--- src/rtl/adc_align_pkg.sv ---
`timescale 1ns/1ps
// Shared constants and helpers for the cascaded ADC word aligner.
package adc_align_pkg;
    localparam int CH_PER_DEV = 6;

    // Width of an index over n items, at least one bit.
    function automatic int idx_w(input int n);
        return (n > 1) ? $clog2(n) : 1;
    endfunction
endpackage

--- src/rtl/aln_sync.sv ---
`timescale 1ns/1ps
// aln_sync: two-flop synchronizer, one chain per input bit.
// Assumes each input is asynchronous to clk and stays stable for several clk periods.
module aln_sync #(
    parameter int W = 4
) (
    input  logic         clk,
    input  logic         rst_n,
    input  logic [W-1:0] d,
    output logic [W-1:0] q
);
    for (genvar g = 0; g < W; g++) begin : g_bit
        logic [1:0] st;
        // Shift the asynchronous bit through two flops.
        always_ff @(posedge clk) begin
            if (!rst_n) st <= 2'b00;
            else        st <= {st[0], d[g]};
        end
        assign q[g] = st[1];
    end
endmodule

--- src/rtl/aln_deser.sv ---
`timescale 1ns/1ps
// aln_deser: rebuilds words from the synchronized serial lines.
// Samples data on falling serial-clock edges. A frame sync on a bit starts a word.
// A sync that arrives mid-word discards the partial word and pulses frag.
// Assumes the serial clock is well below clk/4.
module aln_deser #(
    parameter int WORD_W = 16,
    localparam int BCNT_W = $clog2(WORD_W)
) (
    input  logic              clk,
    input  logic              rst_n,
    input  logic              sclk_s,
    input  logic              sdata_s,
    input  logic              fs_s,
    input  logic              en_s,
    output logic              done,
    output logic [WORD_W-1:0] data,
    output logic              busy,
    output logic              frag
);
    logic              sclk_d;
    logic              fall;
    logic [BCNT_W-1:0] bcnt;
    logic [WORD_W-2:0] shreg;

    assign fall = sclk_d & ~sclk_s;
    assign busy = (bcnt != '0);

    // Bit counting, shifting and word completion on each sampling edge.
    always_ff @(posedge clk) begin
        if (!rst_n) begin
            sclk_d <= 1'b0;
            bcnt   <= '0;
            shreg  <= '0;
            data   <= '0;
            done   <= 1'b0;
            frag   <= 1'b0;
        end else begin
            sclk_d <= sclk_s;
            done   <= 1'b0;
            frag   <= 1'b0;
            if (!en_s) begin
                bcnt <= '0;
            end else if (fall) begin
                if (fs_s) begin
                    frag  <= busy;
                    shreg <= {{(WORD_W-2){1'b0}}, sdata_s};
                    bcnt  <= BCNT_W'(1);
                end else if (busy) begin
                    shreg <= {shreg[WORD_W-3:0], sdata_s};
                    if (bcnt == BCNT_W'(WORD_W-1)) begin
                        data <= {shreg, sdata_s};
                        done <= 1'b1;
                        bcnt <= '0;
                    end else begin
                        bcnt <= bcnt + 1'b1;
                    end
                end
            end
        end
    end
endmodule

--- src/rtl/aln_slot_ctr.sv ---
`timescale 1ns/1ps
// aln_slot_ctr: device/channel position counters, idle-gap detector, sticky flag.
// The position restarts on a serial-enable rise or on an idle gap.
// A gap seen away from the start of a set raises the misalignment flag.
module aln_slot_ctr #(
    parameter int NUM_DEV    = 2,
    parameter int CH_PER_DEV = 6,
    parameter int GAP_W      = 16,
    localparam int DEV_W = adc_align_pkg::idx_w(NUM_DEV),
    localparam int CH_W  = adc_align_pkg::idx_w(CH_PER_DEV)
) (
    input  logic             clk,
    input  logic             rst_n,
    input  logic             en_s,
    input  logic             done,
    input  logic             busy,
    input  logic [GAP_W-1:0] gap_limit,
    input  logic             mis_clr,
    output logic [DEV_W-1:0] dev,
    output logic [CH_W-1:0]  ch,
    output logic             at_start,
    output logic             gap_hit,
    output logic             misalign
);
    localparam logic [DEV_W-1:0] DEV_FAR  = DEV_W'(NUM_DEV-1);
    localparam logic [CH_W-1:0]  CH_LAST  = CH_W'(CH_PER_DEV-1);

    logic             en_d;
    logic             en_rise;
    logic [GAP_W-1:0] idle;

    assign en_rise  = en_s & ~en_d;
    assign at_start = (dev == DEV_FAR) && (ch == '0);
    assign gap_hit  = en_s & ~en_rise & ~busy & ~done & (idle == gap_limit);

    // Idle time since the last word ended, saturating.
    always_ff @(posedge clk) begin
        if (!rst_n) begin
            en_d <= 1'b0;
            idle <= '0;
        end else begin
            en_d <= en_s;
            if (!en_s || en_rise || busy || done) idle <= '0;
            else if (idle != '1)                  idle <= idle + 1'b1;
        end
    end

    // Position in the set: far device first, then the channel steps.
    always_ff @(posedge clk) begin
        if (!rst_n || en_rise || gap_hit) begin
            dev <= DEV_FAR;
            ch  <= '0;
        end else if (done) begin
            if (dev == '0) begin
                dev <= DEV_FAR;
                ch  <= (ch == CH_LAST) ? '0 : ch + 1'b1;
            end else begin
                dev <= dev - 1'b1;
            end
        end
    end

    // Sticky misalignment flag; setting wins over clearing.
    always_ff @(posedge clk) begin
        if (!rst_n)                     misalign <= 1'b0;
        else if (gap_hit && !at_start)  misalign <= 1'b1;
        else if (mis_clr)               misalign <= 1'b0;
    end
endmodule

--- src/rtl/adc_chain_aligner.sv ---
`timescale 1ns/1ps
// adc_chain_aligner: top of the cascaded ADC word aligner.
// Synchronizes the serial lines, rebuilds words, tags them with device and channel,
// and counts truncated words. Outputs are registered. No backpressure.
module adc_chain_aligner #(
    parameter int NUM_DEV = 2,
    parameter int WORD_W  = 16,
    parameter int GAP_W   = 16,
    parameter int ERR_W   = 8,
    localparam int DEV_W = adc_align_pkg::idx_w(NUM_DEV),
    localparam int CH_W  = adc_align_pkg::idx_w(adc_align_pkg::CH_PER_DEV)
) (
    input  logic              clk,
    input  logic              rst_n,
    input  logic              ser_clk,
    input  logic              ser_data,
    input  logic              ser_fs,
    input  logic              ser_en,
    input  logic [GAP_W-1:0]  gap_limit,
    input  logic              misalign_clr,
    output logic              word_valid,
    output logic [WORD_W-1:0] word_data,
    output logic [DEV_W-1:0]  word_dev,
    output logic [CH_W-1:0]   word_ch,
    output logic              misalign,
    output logic [ERR_W-1:0]  frag_err_cnt
);
    logic [3:0]        sync_q;
    logic              sclk_s, sdata_s, fs_s, en_s;
    logic              done, busy, frag, at_start, gap_hit;
    logic [WORD_W-1:0] data;
    logic [DEV_W-1:0]  dev;
    logic [CH_W-1:0]   ch;

    aln_sync #(.W(4)) u_sync (
        .clk(clk), .rst_n(rst_n),
        .d({ser_en, ser_fs, ser_data, ser_clk}),
        .q(sync_q)
    );
    assign {en_s, fs_s, sdata_s, sclk_s} = sync_q;

    aln_deser #(.WORD_W(WORD_W)) u_deser (
        .clk(clk), .rst_n(rst_n), .sclk_s(sclk_s), .sdata_s(sdata_s),
        .fs_s(fs_s), .en_s(en_s), .done(done), .data(data),
        .busy(busy), .frag(frag)
    );

    aln_slot_ctr #(
        .NUM_DEV(NUM_DEV), .CH_PER_DEV(adc_align_pkg::CH_PER_DEV), .GAP_W(GAP_W)
    ) u_slot (
        .clk(clk), .rst_n(rst_n), .en_s(en_s), .done(done), .busy(busy),
        .gap_limit(gap_limit), .mis_clr(misalign_clr), .dev(dev), .ch(ch),
        .at_start(at_start), .gap_hit(gap_hit), .misalign(misalign)
    );

    // Present each completed word with the tags of its slot.
    always_ff @(posedge clk) begin
        if (!rst_n) begin
            word_valid <= 1'b0;
            word_data  <= '0;
            word_dev   <= '0;
            word_ch    <= '0;
        end else begin
            word_valid <= done;
            if (done) begin
                word_data <= data;
                word_dev  <= dev;
                word_ch   <= ch;
            end
        end
    end

    // Saturating count of truncated words.
    always_ff @(posedge clk) begin
        if (!rst_n)                          frag_err_cnt <= '0;
        else if (frag && frag_err_cnt != '1) frag_err_cnt <= frag_err_cnt + 1'b1;
    end
endmodule

--- config.mk ---
export PLATFORM = sky130hd
export DESIGN_NAME = adc_chain_aligner
export DESIGN_NICKNAME = d
export VERILOG_FILES = /design/src/rtl/adc_align_pkg.sv /design/src/rtl/aln_sync.sv /design/src/rtl/aln_deser.sv /design/src/rtl/aln_slot_ctr.sv /design/src/rtl/adc_chain_aligner.sv
export SDC_FILE = /design/constraint.sdc
export NUM_CORES = 1
export LEC_CHECK = 0
export ABC_AREA = 1
export BUFFER_PORTS_ARGS = -buffer_cell sky130_fd_sc_hd__clkbuf_2
export CAP_MARGIN = 10
export CORE_ASPECT_RATIO = 2
export CORE_MARGIN = 2
export CORE_UTILIZATION = 52
export CTS_BUF_LIST = sky130_fd_sc_hd__clkbuf_4 sky130_fd_sc_hd__clkbuf_8 sky130_fd_sc_hd__clkbuf_16
export DETAILED_ROUTE_END_ITERATION = 12
export GPL_ROUTABILITY_DRIVEN = 0
export GPL_TIMING_DRIVEN = 0
export PLACE_DENSITY = 0.77
export SYNTH_ARGS = -nofsm -noshare
export SYNTH_HDL_FRONTEND = slang
export SYNTH_SLANG_ARGS = --single-unit
--- constraint.sdc ---
create_clock -name clk -period 1.4 [get_ports clk]
set_input_delay 0.14 -clock clk [delete_from_list [all_inputs] [get_ports clk]]
set_output_delay 0.14 -clock clk [all_outputs]
set_load 0.03 [all_outputs]
# Word level (Yosys, flattened, before mapping)
# Cells that the tools add are included.
[totals]
register_bits = 97
in_bits = 23
word_cells = 79
[op_classes]
n_addsub = 5
n_eq_ne = 5
mux = 10
bitwise = 16
reduce_logical = 23
[ops]
columns = ["operator", "count"]
rows = [
  ["$mux W15", 2],
  ["$add A16 B1 Y16 const B", 1],
  ["$eq A16 B16 Y1", 1],
  ["$ne A16 B16 Y1 const B", 1],
  ["$mux W4", 3],
  ["$not A1 Y1", 10],
  ["$add A8 B1 Y8 const B", 1],
  ["$ne A8 B8 Y1 const B", 1],
  ["$and A1 B1 Y1", 6],
  ["$reduce_and A2 Y1", 3],
  ["$logic_or A1 B1 Y1", 5],
  ["$reduce_and A5 Y1", 1],
  ["$reduce_or A5 Y1", 1],
  ["$add A4 B1 Y4 const B", 1],
  ["$eq A4 B4 Y1 const B", 1],
  ["$mux W1", 4],
  ["$reduce_and A4 Y1", 1],
  ["$reduce_bool A2 Y1", 2],
  ["$reduce_bool A4 Y1", 1],
  ["$add A3 B1 Y3 const B", 1],
  ["$eq A3 B3 Y1 const B", 1],
  ["$logic_and A1 B1 Y1", 3],
  ["$logic_not A1 Y1", 3],
  ["$logic_not A3 Y1", 1],
  ["other kinds (4)", 4],
]

# Longest topological paths before layout
[depth]
ltp_word = 9
mapped_depth = 11
ltp_nobuf = 10

# Modules after synthesis
# From an unflattened synthesis, not the netlist that was laid out.
[hier_totals]
cells_unflattened = 627
area_unflattened_um2 = 4413.0
[by_module_without_submodules]
columns = ["mod", "instances", "cells_each", "area_per_inst_um2", "seq_area_each_um2"]
rows = [
  ["aln_deser", 1, 198, 1506.4, 760.7],
  ["aln_slot_ctr", 1, 237, 1468.9, 440.4],
  ["adc_chain_aligner", 1, 163, 1182.4, 580.6],
  ["aln_sync", 1, 29, 255.2, 160.2],
]

# Least setup slack after synthesis
# OpenSTA, ideal clock, no wires.
[synth_timing]
kind = "reg-to-reg"
startpoint = "register u_slot.idle[0]"
endpoint = "register u_slot.idle[13]"
setup_ps = 56
arrival_time_ps = 1425
t_required_ps = 1344
setup_slack_ps = -81
path_stages_with_launch = 11
path_buffers = 1
period_less_slack_ps = 1481
path_cell_list = "dfxtp_1 > ha_1 > nand2_1 > inv_1 > nand2_4 > nor3_4 > nand2_2 > buf_6 > nand3_1 > nand2_1 > inv_1"
[synth_between]
elab_chain_len = 1
elab_cells_between_ends = 2
classes_between = "1 x add/sub; 1 x eq/ne"
[synth_lines]
columns = ["item", "line_no", "text"]
rows = [
  ["start: declaration", "aln_slot_ctr.sv:30", "logic [GAP_W-1:0] idle;"],
  ["start signal: assignment", "aln_slot_ctr.sv:44", "else if (idle != '1) idle <= idle + 1'b1;"],
  ["$add A16 B1 Y16 or $ne A16 B16 Y1 (tied branches)", "aln_slot_ctr.sv:44", ""],
]
# Parallel ways exist; a longest one is shown, timed or not.
# A chain may end at the register's enable or synchronous reset.

# Worst setup path in the final report
[layout_timing]
startpoint = "register u_deser.bcnt[0]"
endpoint = "register u_deser.data[3]"
[layout_between]
elab_chain_len = 2
elab_cells_between_ends = 3
classes_between = "1 x eq/ne; 2 x reduce/logical"
[layout_lines]
columns = ["item", "line_no", "text"]
rows = [
  ["start: declaration", "aln_deser.sv:23", "logic [BCNT_W-1:0] bcnt;"],
  ["start signal: assignment", "aln_deser.sv:56", "bcnt <= bcnt + 1'b1;"],
  ["$eq A4 B4 Y1 or $reduce_bool A4 Y1 (tied branches)", "aln_deser.sv:51, aln_deser.sv:27", ""],
  ["$reduce_and A5 Y1 (no source line) (*)", "n/a", ""],
  ["end signal: assignment", "aln_deser.sv:52", "data <= {shreg, sdata_s};"],
  ["end: declaration", "aln_deser.sv:17", "output logic [WORD_W-1:0] data,"],
]
# Mark *: on every way between the ends. The rest lies on a longest branch, timed or not.

==> out/results.ini <==
[sta]
relSlewSlack=0.516
totalNegativeSetupSlack_ns=-0.734
finClkSkew_ns=0.00617
drv_slew=0
final-setup-viol-count=29
worstMarginPinSlew_ns=0.725
period_share=1.04
rsz0062_at_grt=yes
post-route-min-period_ns=1.45
max_freq_ghz=0.690
hold_violations=0
setup_ws_ns=-0.0501

[floorplan]
initial_utilization=0.529
core_area_um2=7830
die_y_um=130
die_w_um=67.1
fp.dieArea_um2=8730
pin_count=53
rows=46

[drt]
drc_errors=0
wl_met1_um=4370
detail_route.wl_per_cell_um=14.0
drtAntennaViolNets=0
firstDrtPassIters=6
via_per_inst=5.25
met3_length_um=529
num_vias=4051
dr_wl_met2_um=5580
wirelength_um=10800
drtIter0Drc=363
topRoutingLayerUsed=met4

[yosys]
avgSynthCellArea_um2=7.21
ys_warn_count=0
synthCells=574
syn_nets=601
ys_seq_elements=97
netlist-cell-type-count=31
syn_area_um2=4140
yosysSeqAreaShare=0.469

[job]
maxCapViolations=0

[placement]
dp_hpwl_um=6590
io_buffers=52
dp_cells=722

[power_and_ir_drop]
p_leak_nw=2.52
vdd_drop_max_mv=0.919
power_density_nw_per_um2=976

[worst_setup_path]
required_ns=1.64
startpoint_type=flop
worstPathMaxFanout=5
arrival_ns=1.69
endpoint_kind=flop
crit_type=flop to flop

[clocking]
clock_path_buffers=2
numCtsBuffers=9
clock_latency_ns=0.35
h-tree-depth=3
root_buffer=clkbuf_16
clk_pin_slew_ns=0.06
cts_tree=done
cts_sinks=97

[layout]
fin_cells=772
layout_common_cells=nand2_1, dfxtp_1, nor2_1
antenna_cells=0
layout.nets=698
post-route-util=0.710
synthToLayoutAreaGrowth_pct=34.3
drive_above_1_share=0.340
final_common_cell=nand2_1

[status]
violations=negative setup slack
status=finished, violations left

[global_route]
grt_pass1_wl_um=16200
grt_use_total=0.243
antenna_found_initial=0
grt_max_degree=17
overflow=0
grt_pass1_vias=3639

[min_path]
worstHoldPathType=input port to flop

-- report_power, final --
part / switching, mW / internal (mW)
combinational: 0.113 / 0.0745
sequential: 0.00821 / 2.76
clock: 1.06 / 1.41
total: 1.18 / 4.25
-- cells by family after synthesis --
| group | count (synthesis) | share of synthesized area |
|---|---|---|
| compound gates | 112 | 0.140 |
| buf+inv | 92 | 0.0880 |
| flops | 97 | 0.469 |
| fa+ha+maj | 4 | 0.0121 |
| xor+xnor | 11 | 0.0233 |
| simple gates | 258 | 0.268 |
-- state kept, by name (all words and copies together), names as in the netlist --
register / flops
frag_err_cnt: 8
u_deser.bcnt: 4
u_deser.data: 16
u_deser.done: 1
u_deser.frag: 1
u_deser.sclk_d: 1
u_deser.shreg: 15
u_slot.ch: 3
u_slot.dev: 1
u_slot.en_d: 1
u_slot.idle: 16
u_slot.misalign: 1
u_sync.g_bit.st: 8
word_ch: 3
word_data: 16
word_dev: 1
word_valid: 1
-- path summary, 6_finish.rpt --
path | start | endpoint | slack [ns] | cells past startpoint
hold reg to reg | u_sync.g_bit[3].st[0] | u_sync.g_bit[3].st[1] | 0.41 | 2
setup / recovery | u_deser.bcnt[0] | u_deser.data[3] | -0.05 | 9
hold / removal | misalign_clr | u_slot.misalign | 0.04 | 4
setup reg to reg | u_deser.bcnt[0] | u_deser.data[3] | -0.05 | 9
-- final cells by class --
type                            instances  area (µm²)
Fill cell                             601        2270
Multi-Input combinational cell        385        2190
Timing Repair Buffer                   87         574
Clock buffer                           10         233
Sequential cell                        97        1990
Inverter                               74         288
Buffer                                 17         106
Tap cell                               96         120
Clock inverter                          6        66.3
-- critical path: stages, from the launching register on --
cell,delay (ns)
dfxtp_4,0.38
ha_4,0.15
nand2_4,0.06
nor2_4,0.08
inv_2,0.05
nor3_4,0.16
nand2_2,0.12
clkbuf_8,0.18
o21ai_2,0.11
nor2_1,0.05
-- repair_timing --
action	CTS	global route
setup buffers	16	10
endpoints found under the hold margin	4	0
setup endpoints to repair	56	59
resized for setup	62	65
gates cloned	4	1
pin swaps	20	22
hold buffers	4	0
-- cell usage after synthesis --
library cell	instances	area (µm²)
a21oi_1	51	255
and3_1	1	6.26
nand4_1	7	43.8
nand2_2	4	25.0
o21ai_0	49	245
a211oi_1	2	15.0
nand2_4	1	11.3
nor3_4	2	32.5
buf_2	3	15.0
inv_1	68	255
a31oi_1	8	50.1
nand3_1	25	125
nor2_2	1	6.26
ha_1	4	50.1
nor4_1	1	6.26
clkbuf_1	12	45.0
xor2_1	3	26.3
buf_4	2	15.0
xnor2_1	8	70.1
dfxtp_1	97	1940
or2_2	3	18.8
nand3_2	1	10.0
inv_2	6	22.5
nor3_1	5	25.0
nor2_4	2	22.5
o21ai_1	1	5.00
nor2_1	72	270
buf_6	1	11.3
o211ai_1	1	7.51
nor3_2	1	10.0
nand2_1	132	495
-- stage by stage --
step	hold WS, ns	power (mW)	cell area [µm²]	worst slack (ns)
2_1_floorplan	0.238	2.93	4190	-0.0305
3_3_place_gp	0.323	2.99	4570	-0.186
3_5_place_dp	0.327	2.99	4570	-0.228
4_1_cts	0.0396	5.46	5280	-0.0365
5_1_grt	0.0709	5.60	5560	-0.137
6_report	0.0429	5.43	5560	-0.0501
-- metal layers --
| layer | up-vias | track usage |
|---|---|---|
| li1 | 2029 | - |
| met1 | 1859 | 0.283 |
| met2 | 141 | 0.406 |
| met3 | 22 | 0.0526 |
| met4 | 0 | 0.133 |
| met5 | - | 0 |
Power figures use the tool's default switching activity.
